## src/rtl/pit_pkg.sv

```systemverilog
package pit_pkg;

    localparam int REG_W       = 16;
    localparam int MODE_KEEP_W = 11;

    localparam int BIT_STOP     = 0;
    localparam int BIT_WRAP_TGT = 3;
    localparam int BIT_IRQ_TGT  = 4;
    localparam int BIT_IRQ_OVF  = 5;
    localparam int BIT_REPEAT   = 6;
    localparam int BIT_ALT_SRC  = 8;
    localparam int BIT_DIV      = 9;
    localparam int BIT_FLAG_TGT = 11;
    localparam int BIT_FLAG_OVF = 12;

    typedef enum logic [1:0] {
        SEL_COUNT  = 2'd0,
        SEL_MODE   = 2'd1,
        SEL_TARGET = 2'd2,
        SEL_NONE   = 2'd3
    } reg_sel_e;

    typedef struct packed {
        logic [REG_W-1:0] cnt;
        logic [REG_W-1:0] tgt;
        logic [REG_W-1:0] mode;
    } chan_view_t;

    typedef struct packed {
        logic hit;
        logic ovf;
    } chan_evt_t;

    function automatic logic [REG_W-1:0] pack_mode(
        input logic [MODE_KEEP_W-1:0] lo,
        input logic                   flag_tgt,
        input logic                   flag_ovf
    );
        logic [REG_W-1:0] r;
        r = '0;
        r[MODE_KEEP_W-1:0] = lo;
        r[BIT_FLAG_TGT]    = flag_tgt;
        r[BIT_FLAG_OVF]    = flag_ovf;
        return r;
    endfunction

    function automatic logic [REG_W-1:0] pick_field(
        input chan_view_t v,
        input reg_sel_e   s
    );
        case (s)
            SEL_COUNT:  return v.cnt;
            SEL_MODE:   return v.mode;
            SEL_TARGET: return v.tgt;
            default:    return '0;
        endcase
    endfunction

endpackage

```

## src/rtl/pit_prescaler.sv

```systemverilog
module pit_prescaler #(
    parameter int DIV = 8
) (
    input  logic clk,
    input  logic rst,
    input  logic restart,
    output logic tick_o
);
    localparam int PW = (DIV > 1) ? $clog2(DIV) : 1;
    localparam logic [PW-1:0] LAST = PW'(DIV - 1);

    logic [PW-1:0] pre_q;

    always_ff @(posedge clk) begin
        if (rst || restart) begin
            pre_q <= '0;
        end else if (pre_q == LAST) begin
            pre_q <= '0;
        end else begin
            pre_q <= pre_q + 1'b1;
        end
    end

    assign tick_o = (pre_q == LAST);

endmodule

```

## src/rtl/pit_channel.sv

```systemverilog
module pit_channel
    import pit_pkg::*;
(
    input  logic             clk,
    input  logic             rst,
    input  logic             tick,
    input  logic             wr_cnt,
    input  logic             wr_mode,
    input  logic             wr_tgt,
    input  logic             rd_mode,
    input  logic [REG_W-1:0] wdata,
    output chan_view_t       view_o,
    output logic             irq_q
);
    localparam logic [REG_W-1:0] ALL_ONES = '1;

    logic [REG_W-1:0]       cnt_q;
    logic [REG_W-1:0]       tgt_q;
    logic [MODE_KEEP_W-1:0] mode_lo_q;
    logic                   flag_tgt_q;
    logic                   flag_ovf_q;
    logic                   fired_q;

    logic             any_wr;
    logic             step;
    logic [REG_W-1:0] cnt_inc;
    chan_evt_t        evt;
    logic             want_irq;
    logic             fire;

    always_comb begin
        any_wr   = wr_cnt | wr_mode | wr_tgt;
        step     = tick & ~any_wr;
        cnt_inc  = cnt_q + 1'b1;
        evt.hit  = step && (cnt_inc == tgt_q);
        evt.ovf  = step && (cnt_q == ALL_ONES);
        want_irq = (mode_lo_q[BIT_IRQ_TGT] & evt.hit) |
                   (mode_lo_q[BIT_IRQ_OVF] & evt.ovf);
        fire     = want_irq & (mode_lo_q[BIT_REPEAT] | ~fired_q);
    end

    always_ff @(posedge clk) begin
        if (rst) begin
            cnt_q      <= '0;
            tgt_q      <= '0;
            mode_lo_q  <= '0;
            flag_tgt_q <= 1'b0;
            flag_ovf_q <= 1'b0;
            fired_q    <= 1'b0;
            irq_q      <= 1'b0;
        end else if (wr_mode) begin
            mode_lo_q  <= wdata[MODE_KEEP_W-1:0];
            cnt_q      <= '0;
            flag_tgt_q <= 1'b0;
            flag_ovf_q <= 1'b0;
            fired_q    <= 1'b0;
            irq_q      <= 1'b0;
        end else begin
            if (wr_cnt) begin
                cnt_q <= wdata;
            end else if (step) begin
                cnt_q <= (mode_lo_q[BIT_WRAP_TGT] && evt.hit) ? '0 : cnt_inc;
            end
            if (wr_tgt) begin
                tgt_q <= wdata;
            end
            flag_tgt_q <= (flag_tgt_q & ~rd_mode) | evt.hit;
            flag_ovf_q <= (flag_ovf_q & ~rd_mode) | evt.ovf;
            fired_q    <= fired_q | fire;
            irq_q      <= fire;
        end
    end

    always_comb begin
        view_o.cnt  = cnt_q;
        view_o.tgt  = tgt_q;
        view_o.mode = pack_mode(mode_lo_q, flag_tgt_q, flag_ovf_q);
    end

endmodule

```

## src/rtl/pit_read_mux.sv

```systemverilog
module pit_read_mux
    import pit_pkg::*;
#(
    parameter int NUM_CH = 3,
    parameter int CH_W   = 2
) (
    input  logic [CH_W-1:0]  reg_ch,
    input  reg_sel_e         sel,
    input  chan_view_t       view [NUM_CH],
    output logic [REG_W-1:0] rdata
);
    always_comb begin
        rdata = '0;
        for (int i = 0; i < NUM_CH; i++) begin
            if (reg_ch == CH_W'(i)) begin
                rdata = pick_field(view[i], sel);
            end
        end
    end

endmodule

```

## src/rtl/pit_timer_bank.sv

```systemverilog
module pit_timer_bank
    import pit_pkg::*;
#(
    parameter int NUM_CH   = 3,
    parameter int WDATA_W  = 32,
    parameter int PRE_DIV  = 8,
    parameter int IRQ_W    = 16,
    parameter int IRQ_BASE = 4,
    parameter int DIV_CH   = 2,
    localparam int CH_W    = (NUM_CH > 1) ? $clog2(NUM_CH + 1) : 1
) (
    input  logic               clk,
    input  logic               rst,
    input  logic               reg_wr,
    input  logic               reg_rd,
    input  logic [CH_W-1:0]    reg_ch,
    input  logic [1:0]         reg_sel,
    input  logic [WDATA_W-1:0] reg_wdata,
    output logic [REG_W-1:0]   reg_rdata,
    input  logic               dot_tick,
    input  logic               line_tick,
    output logic [IRQ_W-1:0]   irq_set
);
    reg_sel_e            sel_e;
    chan_view_t          view [NUM_CH];
    logic [NUM_CH-1:0]   tick;
    logic [NUM_CH-1:0]   irq_q;
    logic [NUM_CH-1:0]   rep_vec;
    logic                div_stop;
    logic [NUM_CH*REG_W-1:0] cnt_flat;
    logic                wdata_unused;

    assign sel_e        = reg_sel_e'(reg_sel);
    assign wdata_unused = ^reg_wdata[WDATA_W-1:REG_W];

    for (genvar i = 0; i < NUM_CH; i++) begin : g_ch
        logic ch_hit;
        logic wr_cnt;
        logic wr_mode;
        logic wr_tgt;
        logic rd_mode;

        assign ch_hit  = (reg_ch == CH_W'(i));
        assign wr_cnt  = reg_wr && ch_hit && (sel_e == SEL_COUNT);
        assign wr_mode = reg_wr && ch_hit && (sel_e == SEL_MODE);
        assign wr_tgt  = reg_wr && ch_hit && (sel_e == SEL_TARGET);
        assign rd_mode = reg_rd && ch_hit && (sel_e == SEL_MODE);

        if (i == 0) begin : g_dot
            assign tick[i] = view[i].mode[BIT_ALT_SRC] ? dot_tick : 1'b1;
        end else if (i == 1) begin : g_line
            assign tick[i] = view[i].mode[BIT_ALT_SRC] ? line_tick : 1'b1;
        end else if (i == DIV_CH) begin : g_div
            logic pre_tick;
            pit_prescaler #(.DIV(PRE_DIV)) u_pre (
                .clk     (clk),
                .rst     (rst),
                .restart (wr_mode),
                .tick_o  (pre_tick)
            );
            assign tick[i] = view[i].mode[BIT_STOP] ? 1'b0 :
                             view[i].mode[BIT_DIV]  ? pre_tick : 1'b1;
        end else begin : g_sys
            assign tick[i] = 1'b1;
        end

        pit_channel u_chan (
            .clk     (clk),
            .rst     (rst),
            .tick    (tick[i]),
            .wr_cnt  (wr_cnt),
            .wr_mode (wr_mode),
            .wr_tgt  (wr_tgt),
            .rd_mode (rd_mode),
            .wdata   (reg_wdata[REG_W-1:0]),
            .view_o  (view[i]),
            .irq_q   (irq_q[i])
        );

        assign rep_vec[i] = view[i].mode[BIT_REPEAT];
        assign cnt_flat[i*REG_W +: REG_W] = view[i].cnt;
    end

    assign div_stop = view[DIV_CH].mode[BIT_STOP];

    pit_read_mux #(.NUM_CH(NUM_CH), .CH_W(CH_W)) u_rmux (
        .reg_ch (reg_ch),
        .sel    (sel_e),
        .view   (view),
        .rdata  (reg_rdata)
    );

    always_comb begin
        irq_set = '0;
        for (int i = 0; i < NUM_CH; i++) begin
            irq_set[IRQ_BASE + i] = irq_q[i];
        end
    end

endmodule

```

## config.mk

```make
export PLATFORM = sky130hd
export DESIGN_NAME = pit_timer_bank
export DESIGN_NICKNAME = d
export VERILOG_FILES = /design/src/rtl/pit_pkg.sv /design/src/rtl/pit_prescaler.sv /design/src/rtl/pit_channel.sv /design/src/rtl/pit_read_mux.sv /design/src/rtl/pit_timer_bank.sv
export SDC_FILE = /design/constraint.sdc
export NUM_CORES = 1
export LEC_CHECK = 0
export BUFFER_PORTS_ARGS = -buffer_cell sky130_fd_sc_hd__buf_2
export CELL_PAD_IN_SITES_DETAIL_PLACEMENT = 1
export CELL_PAD_IN_SITES_GLOBAL_PLACEMENT = 2
export CORE_MARGIN = 10
export CORE_UTILIZATION = 23
export CTS_CLUSTER_DIAMETER = 200
export DETAILED_ROUTE_END_ITERATION = 16
export PLACE_DENSITY_LB_ADDON = 0.1
export SETUP_SLACK_MARGIN = 0.5
export SLEW_MARGIN = 40
export SYNTH_ARGS = -nofsm -noshare
export SYNTH_HDL_FRONTEND = slang
export SYNTH_SLANG_ARGS = --single-unit
```

## constraint.sdc

```tcl
create_clock -name clk -period 6.1 [get_ports clk]
set_clock_uncertainty 0.15 [all_clocks]
set_input_delay 1.83 -clock clk [delete_from_list [all_inputs] [get_ports clk]]
set_output_delay 1.83 -clock clk [all_outputs]
set_load 0.02 [all_outputs]
```

# --- After elaboration in Yosys (flattened, before gate mapping) ---
# Cells that the tools add are included.
op_classes:
  reduce_logical: 40
  n_bitwise: 51
  addsub: 4
  muxes: 19
  eq_ne: 11
op_table:
  columns: ["operator", "n"]
  rows:
  - ["two-way mux 16 bit", 12]
  - ["case mux 16 bit (3 select lines)", 3]
  - ["adder 16 x 1 -> 16 bit (second input constant)", 3]
  - ["equality test 16 bit", 3]
  - ["equality test 16 bit (second input constant)", 3]
  - ["logical AND 1 bit", 27]
  - ["OR 1 bit", 21]
  - ["AND 1 bit", 18]
  - ["NOT 1 bit", 12]
  - ["OR reduction 2 bit", 4]
  - ["AND reduction 2 bit", 3]
  - ["nonzero test 2 bit", 3]
  - ["equality test 2 x 1 -> 1 bit (second input constant)", 2]
  - ["equality test 2 bit (second input constant)", 2]
  - ["logical NOT 2 bit", 2]
  - ["two-way mux 1 bit", 4]
  - ["adder 3 x 1 -> 3 bit (second input constant)", 1]
  - ["equality test 3 bit (second input constant)", 1]
  - ["logical OR 1 bit", 1]
totals:
  output_inout_bits: 32
  word_cells: 147
  in_bits: 42
  regBits: 144

# --- Longest topological paths before layout ---
# Gate-level depths: netlist of run 1.
depth:
  word_depth: 12
  ltp_mapped: 11
  depth_no_buf: 10

# --- Modules after synthesis ---
# Synthesis of run 1 repeated with hierarchy kept, for this count alone.
hier_totals:
  cells_unflattened: 1195
  area_unflattened_um2: 9645.5
by_module_without_submodules:
  columns: ["module", "seq_area_each_um2", "instances", "area_each_um2", "cells_each"]
  rows:
  - ["pit_channel at g_ch[1].u_chan ...", 940.9, 2, 2682.6, 337]
  - ["pit_channel at g_ch[0].u_chan", 940.9, 1, 2701.3, 316]
  - ["pit_read_mux", 0.0, 1, 1243.7, 161]
  - ["pit_timer_bank", 0.0, 1, 226.5, 36]
  - ["pit_prescaler", 60.1, 1, 108.9, 8]

# --- Least setup slack after synthesis of run 1 ---
# No wires, ideal clock.
synth_timing:
  kind: "input to output"
  start: "in reg_sel[1]"
  end: "out reg_rdata[14]"
  arrival_ps: 3796
  setup_slack_ps: 324
  required_time_ps: 4120
  stages: 5
  path_buffers: 3
  path_cell_list: "clkbuf_1 -> clkbuf_1 -> buf_1 -> mux2i_1 -> a211oi_1"
synth_via:
  elab_chain_len: 5
  elab_cells_between_ends: 9
  classes_between: "eq/ne: 2; mux: 6; reduce/logical: 1"
synth_lines:
  columns: ["item", "line", "rtl"]
  rows:
  - ["start, declared", "pit_timer_bank.sv:17", "input logic [1:0] reg_sel,"]
  - ["equality test 2 bit, or another cell as far along", "pit_pkg.sv:51", "case (s)"]
  - ["case mux 16 bit (3 select lines)", "pit_pkg.sv:51", null]
  - ["two-way mux 16 bit (2 in series)", "pit_read_mux.sv:15", "if (reg_ch == CH_W'(i)) begin"]
  - ["two-way mux 16 bit *", "pit_read_mux.sv:15", null]
  - ["end, declared", "pit_timer_bank.sv:19", "output logic [REG_W-1:0] reg_rdata,"]
# Mark *: on every way between the ends. The rest lies on a longest branch, timed or not.

# --- Worst setup path after layout of run 1 ---
layout_timing:
  start: "in reg_sel[1]"
  end: "out reg_rdata[11]"
# Same word-level chain as after synthesis.

==> results.toml, run 1 <==
[global_routing]
grt_pass1_wl_um = 62280
grt_remaining_overflow = 0
grt_pass1_vias = 9090
grt_max_degree = 40
grt_util_all_layers_pct = 17.46
antenna_found_initial = 0

[route]
drtAntennaViolNets = 0
first_iter_violations = 488
wl_per_cell_um = 23.60
num_vias = 9025
drtPass1Iterations = 5
viasPerCell = 5.079
wirelength_um = 41940
drc_errors = 0

[floorplanning]
die_w_um = 219.2
ios = 74
die_area_um2 = 48040
initial_core_util_pct = 23.45
core_area_um2 = 38920
num_rows = 72
die_h_um = 219.2

[worst_setup_path]
reg2reg_to = "g_ch[1].u_chan.cnt_q[10]"
critPathCapture = "reg_rdata[11]"
worst_setup_path_start_kind = "primary input"
worstPathRequired_ps = 4120
r2r_setup_slack_ps = 2200
crit_type = "primary input to primary output"
worstPathArrival_ps = 3550
worst-path-max-fanout = 15
r2r-start = "g_ch[1].u_chan.cnt_q[0]"
reg2reg_depth = 9
crit_start = "reg_sel[1]"
end_kind = "primary output"

[cells_and_area]
drive_gt1_share_pct = 10.72
layout-area-overhead-vs-synth_pct = 14.71
fin_nets = 1293
num_antenna_cells = 0

[power]
powerDensity_nw_per_um2 = 241.2
peakVddDrop_mv = 0.1801
power.internal_mw = 1.804
pwr-share-clk_pct = 47.6
fin_total_pwr_mw = 2.524
p_comb_share_pct = 12.9
p_sw_share_pct = 28.54
p_leak_nw = 3.612
p_seq_share_pct = 39.5
p_sw_uw = 720.5

[yosys]
async_flop_share_pct = 0
synth.avg_cell_area_um2 = 7.213
ys_warn_count = 0
synth_edf_count = 0
synthTopCellsByArea = "dfxtp_1 32%, nand2_1 10%, a21oi_1 8.6%"
netlist_area_um2 = 9125
yosys_most_used_dff = "dfxtp_1"
netlist.area_leader.share_pct = 31.59
yosysUniqueCellTypes = 67
ys_ff_latch = 144
netlist.top_cell.by_area = "dfxtp_1"
synth_seq_area_share_pct = 31.59
synthCells = 1265

[timing]
drv_slew = 0
worst_slew_pin_slew_ps = 863.3
whs_ps = 282.5
fin_crit_sh_pct = 90.61
setup_tns_ps = 0
rsz0062_at_grt = "yes"
slew_headroom_pct = 42.31
fmax_ghz = 0.1809
hold_viol_final = 0
setup_viol = 0
period_minus_slack_ps = 5527

[placement]
io_buffers = 44
dp_hpwl_um = 30320
gp_congestion = 0.7993

[clock_network]
cts.sinks = 144
cts.reportedPaths.clkPinSlew_ps = 60
htreeDepth = 4
cts_tree = "done"
root_buffer = "clkbuf_16"
clk_latency_ps = 460
cts_max_path_buffers = 2
cts_buffers = 17
cts_hold_buffers = 0

[job]
drv_cap = 0

[run_status]
status = "finished, final reports clean"

[worst_hold_path]
hold_path_class = "register to register"
[synthesized netlist by cell type (15+ instances only)]
master      n
a21oi_1   156
a22oi_1    22
and3_1     17
and4_1     18
buf_4      16
clkbuf_1   89
dfxtp_1   144
inv_1      15
mux2i_1    35
nand2_1   250
nand3_1    59
nand4_1    18
nor2_1     77
nor3_1     24
o21ai_0    66
or3_1      20
xnor2_1    59
xor2_1     26
[layer usage]
layer	global-route usage, %	share of wire (%)
met5	0	0
met4	3.654	0.89
met3	2.847	3.5
met2	28.03	46
met1	24.09	49
[how the worst min path moves through the flow]
stage / from / to / cells after the start
4_1_cts: g_ch[2].g_div.u_pre.pre_q[0] / g_ch[2].g_div.u_pre.pre_q[0] / 1
2_1_floorplan: g_ch[2].g_div.u_pre.pre_q[0] / g_ch[2].g_div.u_pre.pre_q[0] / 1
3_5_place_dp: g_ch[2].g_div.u_pre.pre_q[0] / g_ch[2].g_div.u_pre.pre_q[0] / 1
5_1_grt: g_ch[2].g_div.u_pre.pre_q[0] / g_ch[2].g_div.u_pre.pre_q[0] / 1
3_3_place_gp: g_ch[2].g_div.u_pre.pre_q[0] / g_ch[2].g_div.u_pre.pre_q[0] / 1
6_report: g_ch[2].g_div.u_pre.pre_q[0] / g_ch[2].g_div.u_pre.pre_q[0] / 1
[cells in the final DEF (no fill, tap or decap), types with 20 or more instances in the layout]
| cell | instances |
|---|---|
| xnor2_1 | 59 |
| nor2_1 | 71 |
| a22oi_1 | 22 |
| nand3_1 | 59 |
| xor2_1 | 26 |
| a21oi_1 | 154 |
| mux2i_1 | 35 |
| o21ai_0 | 66 |
| dfxtp_1 | 144 |
| nand2_1 | 250 |
| buf_4 | 27 |
| or3_1 | 20 |
| nor3_1 | 24 |
| buf_2 | 41 |
[cell type report]
class,count,area (um^2)
timing repair buffer,73,478.0
fill,4764,28450
tap,518,648.1
inverter,16,60.06
clock buffer,23,498.0
multi-input combinational,994,5749
clock inverter,9,151.4
sequential,144,2883
[stage by stage]
step	std cells	setup WS, ps	util, %	cell area (um^2)
after detailed placement	1744	242.4	25.07	9757
after CTS	1777	508.1	26.85	10450
final	1777	572.7	26.90	10470
after floorplan	1277	628.5	-	9176
after global placement	1744	233.8	25.01	9732
after global routing	1777	430.6	26.90	10470
[registers in the layout, summed over array words and instances, names as in the netlist]
signal and cells:
g_ch.u_chan.fired_q 3, g_ch.u_chan.irq_q 3, g_ch.u_chan.cnt_q 48, g_ch.u_chan.flag_ovf_q 3
g_ch.u_chan.flag_tgt_q 3, g_ch.g_div.u_pre.pre_q 3, g_ch.u_chan.tgt_q 48, g_ch.u_chan.mode_lo_q 33
[power by group through the flow]
stage | logic, mW | registers (mW) | clock network (mW)
2_1_floorplan | 0.210 | 1.00 | 0
3_3_place_gp | 0.321 | 1.02 | 0
3_5_place_dp | 0.324 | 1.02 | 0
4_1_cts | 0.328 | 0.998 | 1.24
5_1_grt | 0.353 | 1.00 | 1.28
6_report | 0.325 | 0.998 | 1.20
[critical path: stages]
cell,delay (ps)
buf_4,290
buf_6,280
mux2i_1,290
nor2_1,70
a211oi_1,360
a21oi_1,70
nand2_1,100
a21oi_1,60
buf_2,180
[cells by family after synthesis]
kind of cell             synth area share, %
AO/OA/AOI/OAI                          19.61
XOR/XNOR                               8.405
adder cells (fa/ha/maj)               0.6856
buffers and inverters                  6.760
flip-flops                             31.59
multiplexers                           4.086
other                                0.04110
AND/OR/NAND/NOR                        28.82
[timing repair]
action / 4_1_cts / 5_1_grt
resized for setup: 7 / 4
buffers inserted: 1 / 0
endpoints found under the setup margin: 16 / 11
Note: power is estimated with default switching activity, not from simulation.
==> inputs of run 2 (changes only) <==
Settings changed: BUFFER_PORTS_ARGS -buffer_cell sky130_fd_sc_hd__buf_2 to unset, DONT_BUFFER_PORTS set to 1.
==> run 2 against run 1 <==
Against the previous run: clock power about the same; setup slack improved by 4.2 ps; register-to-register slack improved by 60 ps; sequential share of layout area increased by 0.99 points; non-clock buffer count decreased by 51; largest power group unchanged; count of clock-buffer cells in the layout decreased by 4; combinational power decreased by 26%; maximum frequency about the same; critical path type unchanged; cell area decreased by 3.5%; highest routed layer unchanged; largest cell class unchanged; worst hold slack improved by 6.8 ps; total power decreased by 4.6%.
==> results.toml, run 2 (synthesis results as in run 1) <==
[worst_hold_path]
min_from = "g_ch[2].g_div.u_pre.pre_q[0]"
hold_path_class = "register to register"
holdPathStages = 1
whs_endpoint = "g_ch[2].g_div.u_pre.pre_q[0]"

[route]
wl_met2_um = 19440
wl_met1_um = 20910
viasPerCell = 5.105
drc_errors = 0
drtAntennaViolNets = 0
drtPass1Iterations = 5
num_vias = 8812
wl_met3_um = 1280
first_iter_violations = 551
wl_per_cell_um = 24.29
top_layer_used = "met4"
wirelength_um = 41920

[global_routing]
grt_util_all_layers_pct = 17.50
grt_pass1_vias = 8946
grt_max_degree = 86
grt_remaining_overflow = 0
grt_pass1_wl_um = 62140
antenna_found_initial = 2

[clock_network]
cts_hold_buffers = 0
cts.sinks = 144
cts.reportedPaths.clkPinSlew_ps = 60
htreeDepth = 4
clk_latency_ps = 450
root_buffer = "clkbuf_16"
ctsResizeCount = 0
cts_setup_buffers = 0
cts_max_path_buffers = 2
cts_buffers = 17
cts_tree = "done"

[cells_and_area]
postLayoutCellArea_um2 = 10100
final_common_cell = "nand2_1"
multi_input_area_um2 = 5717
largest_registers = "g_ch.u_chan.cnt_q (48), g_ch.u_chan.tgt_q (48), g_ch.u_chan.mode_lo_q (33)"
n_fill_cell = 4752
mostFrequentLayoutCells = "250 x nand2_1, 156 x a21oi_1, 144 x dfxtp_1"
num_antenna_cells = 0
layout-area-overhead-vs-synth_pct = 10.72
seq_area_um2 = 2883
fin_nets = 1242
drive_gt1_share_pct = 6.540

[power]
pwr-share-clk_pct = 48.7
powerDensity_nw_per_um2 = 238.5
peakVddDrop_mv = 0.1786
p_seq_share_pct = 41.3
power.internal_mw = 1.744
p_sw_share_pct = 27.61
p_sw_uw = 665.3
p_leak_nw = 3.319
p_comb_share_pct = 9.9

[worst_setup_path]
r2r_setup_slack_ps = 2260
end_kind = "primary output"
worstPathArrival_ps = 3540
worstPathRequired_ps = 4120
crit_type = "primary input to primary output"
r2r-start = "g_ch[1].u_chan.cnt_q[0]"
worst_setup_path_start_kind = "primary input"
reg2reg_to = "g_ch[1].u_chan.cnt_q[15]"
worst-path-max-fanout = 47
reg2reg_depth = 9

[placement]
gp_congestion = 0.7718
placed_area_um2 = 9470
io_buffers = 0
dp_hpwl_um = 29610
post-place-ws_ps = 661.9

[timing]
worst_slew_pin_slew_ps = 797.5
fin_crit_sh_pct = 90.54
rsz0062_at_grt = "no"
period_minus_slack_ps = 5523
drv_slew = 0
hold_viol_final = 0
slew_headroom_pct = 46.34
setup_viol = 0
fmax_ghz = 0.1811
setup_tns_ps = 0
setup_ws_ps = 576.9

[job]
drv_cap = 0

[floorplanning]
ios = 74
die_w_um = 219.2
initial_core_util_pct = 23.45
num_rows = 72
die_h_um = 219.2
core_area_um2 = 38920
die_area_um2 = 48040

[run_status]
status = "finished, final reports clean"
run 2: cell types whose count changed in the layout (fill, tap and decap cells not counted), moves of 4 or more:
cell / previous run / this run
buf_2: 41 / 0
buf_4: 27 / 22
clkinvlp_4: 1 / 6
clkbuf_8: 5 / 1
o22ai_1: 9 / 13
o22ai_2: 4 / 0
run 2: worst max path at each step:
stage               start            end  slack, ps  cells after the start
2_1_floorplan  reg_sel[1]  reg_rdata[15]        630                      6
3_3_place_gp   reg_sel[0]   reg_rdata[9]        700                      6
3_5_place_dp   reg_sel[0]   reg_rdata[9]        660                      6
4_1_cts        reg_sel[0]   reg_rdata[9]        660                      6
5_1_grt        reg_sel[1]   reg_rdata[9]        560                      6
6_report       reg_sel[1]   reg_rdata[8]        580                      4
run 2: power by group through the flow:
stage                     clock [mW]  sequential (mW)  combinational (mW)
after floorplan                    0             1.00               0.210
after global placement             0             1.02               0.238
after detailed placement           0             1.02               0.241
after CTS                       1.21            0.996               0.242
after global routing            1.25             1.00               0.266
final                           1.17            0.996               0.239
run 2: final cells by class:
type | count | area share, %
Clock buffer | 19 | 4.384
Inverter | 16 | 0.5944
Multi-Input combinational cell | 994 | 56.58
Timing Repair Buffer | 22 | 1.635
Clock inverter | 13 | 1.858
Tap cell | 518 | 6.415
Sequential cell | 144 | 28.53
run 2: stage by stage:
step           power (mW)  hold slack, ps  cells  util, %
2_1_floorplan       1.211           254.3   1277        -
3_3_place_gp        1.256           272.5   1694    24.27
3_5_place_dp        1.258           272.4   1694    24.33
4_1_cts             2.446           289.3   1726    25.95
5_1_grt             2.512           302.6   1726    25.96
6_report            2.409           289.3   1726    25.96
run 2: metal layers:
metal / global-route usage [%] / vias to the layer above
li1: - / 4245
met1: 24.11 / 4440
met2: 28.28 / 112
met3: 3.012 / 15
met4: 2.988 / 0
met5: 0 / -
run 2: critical path: stages:
cell,delay (ps)
nor2b_2,500
a21oi_1,200
o21ai_0,550
and4_1,430
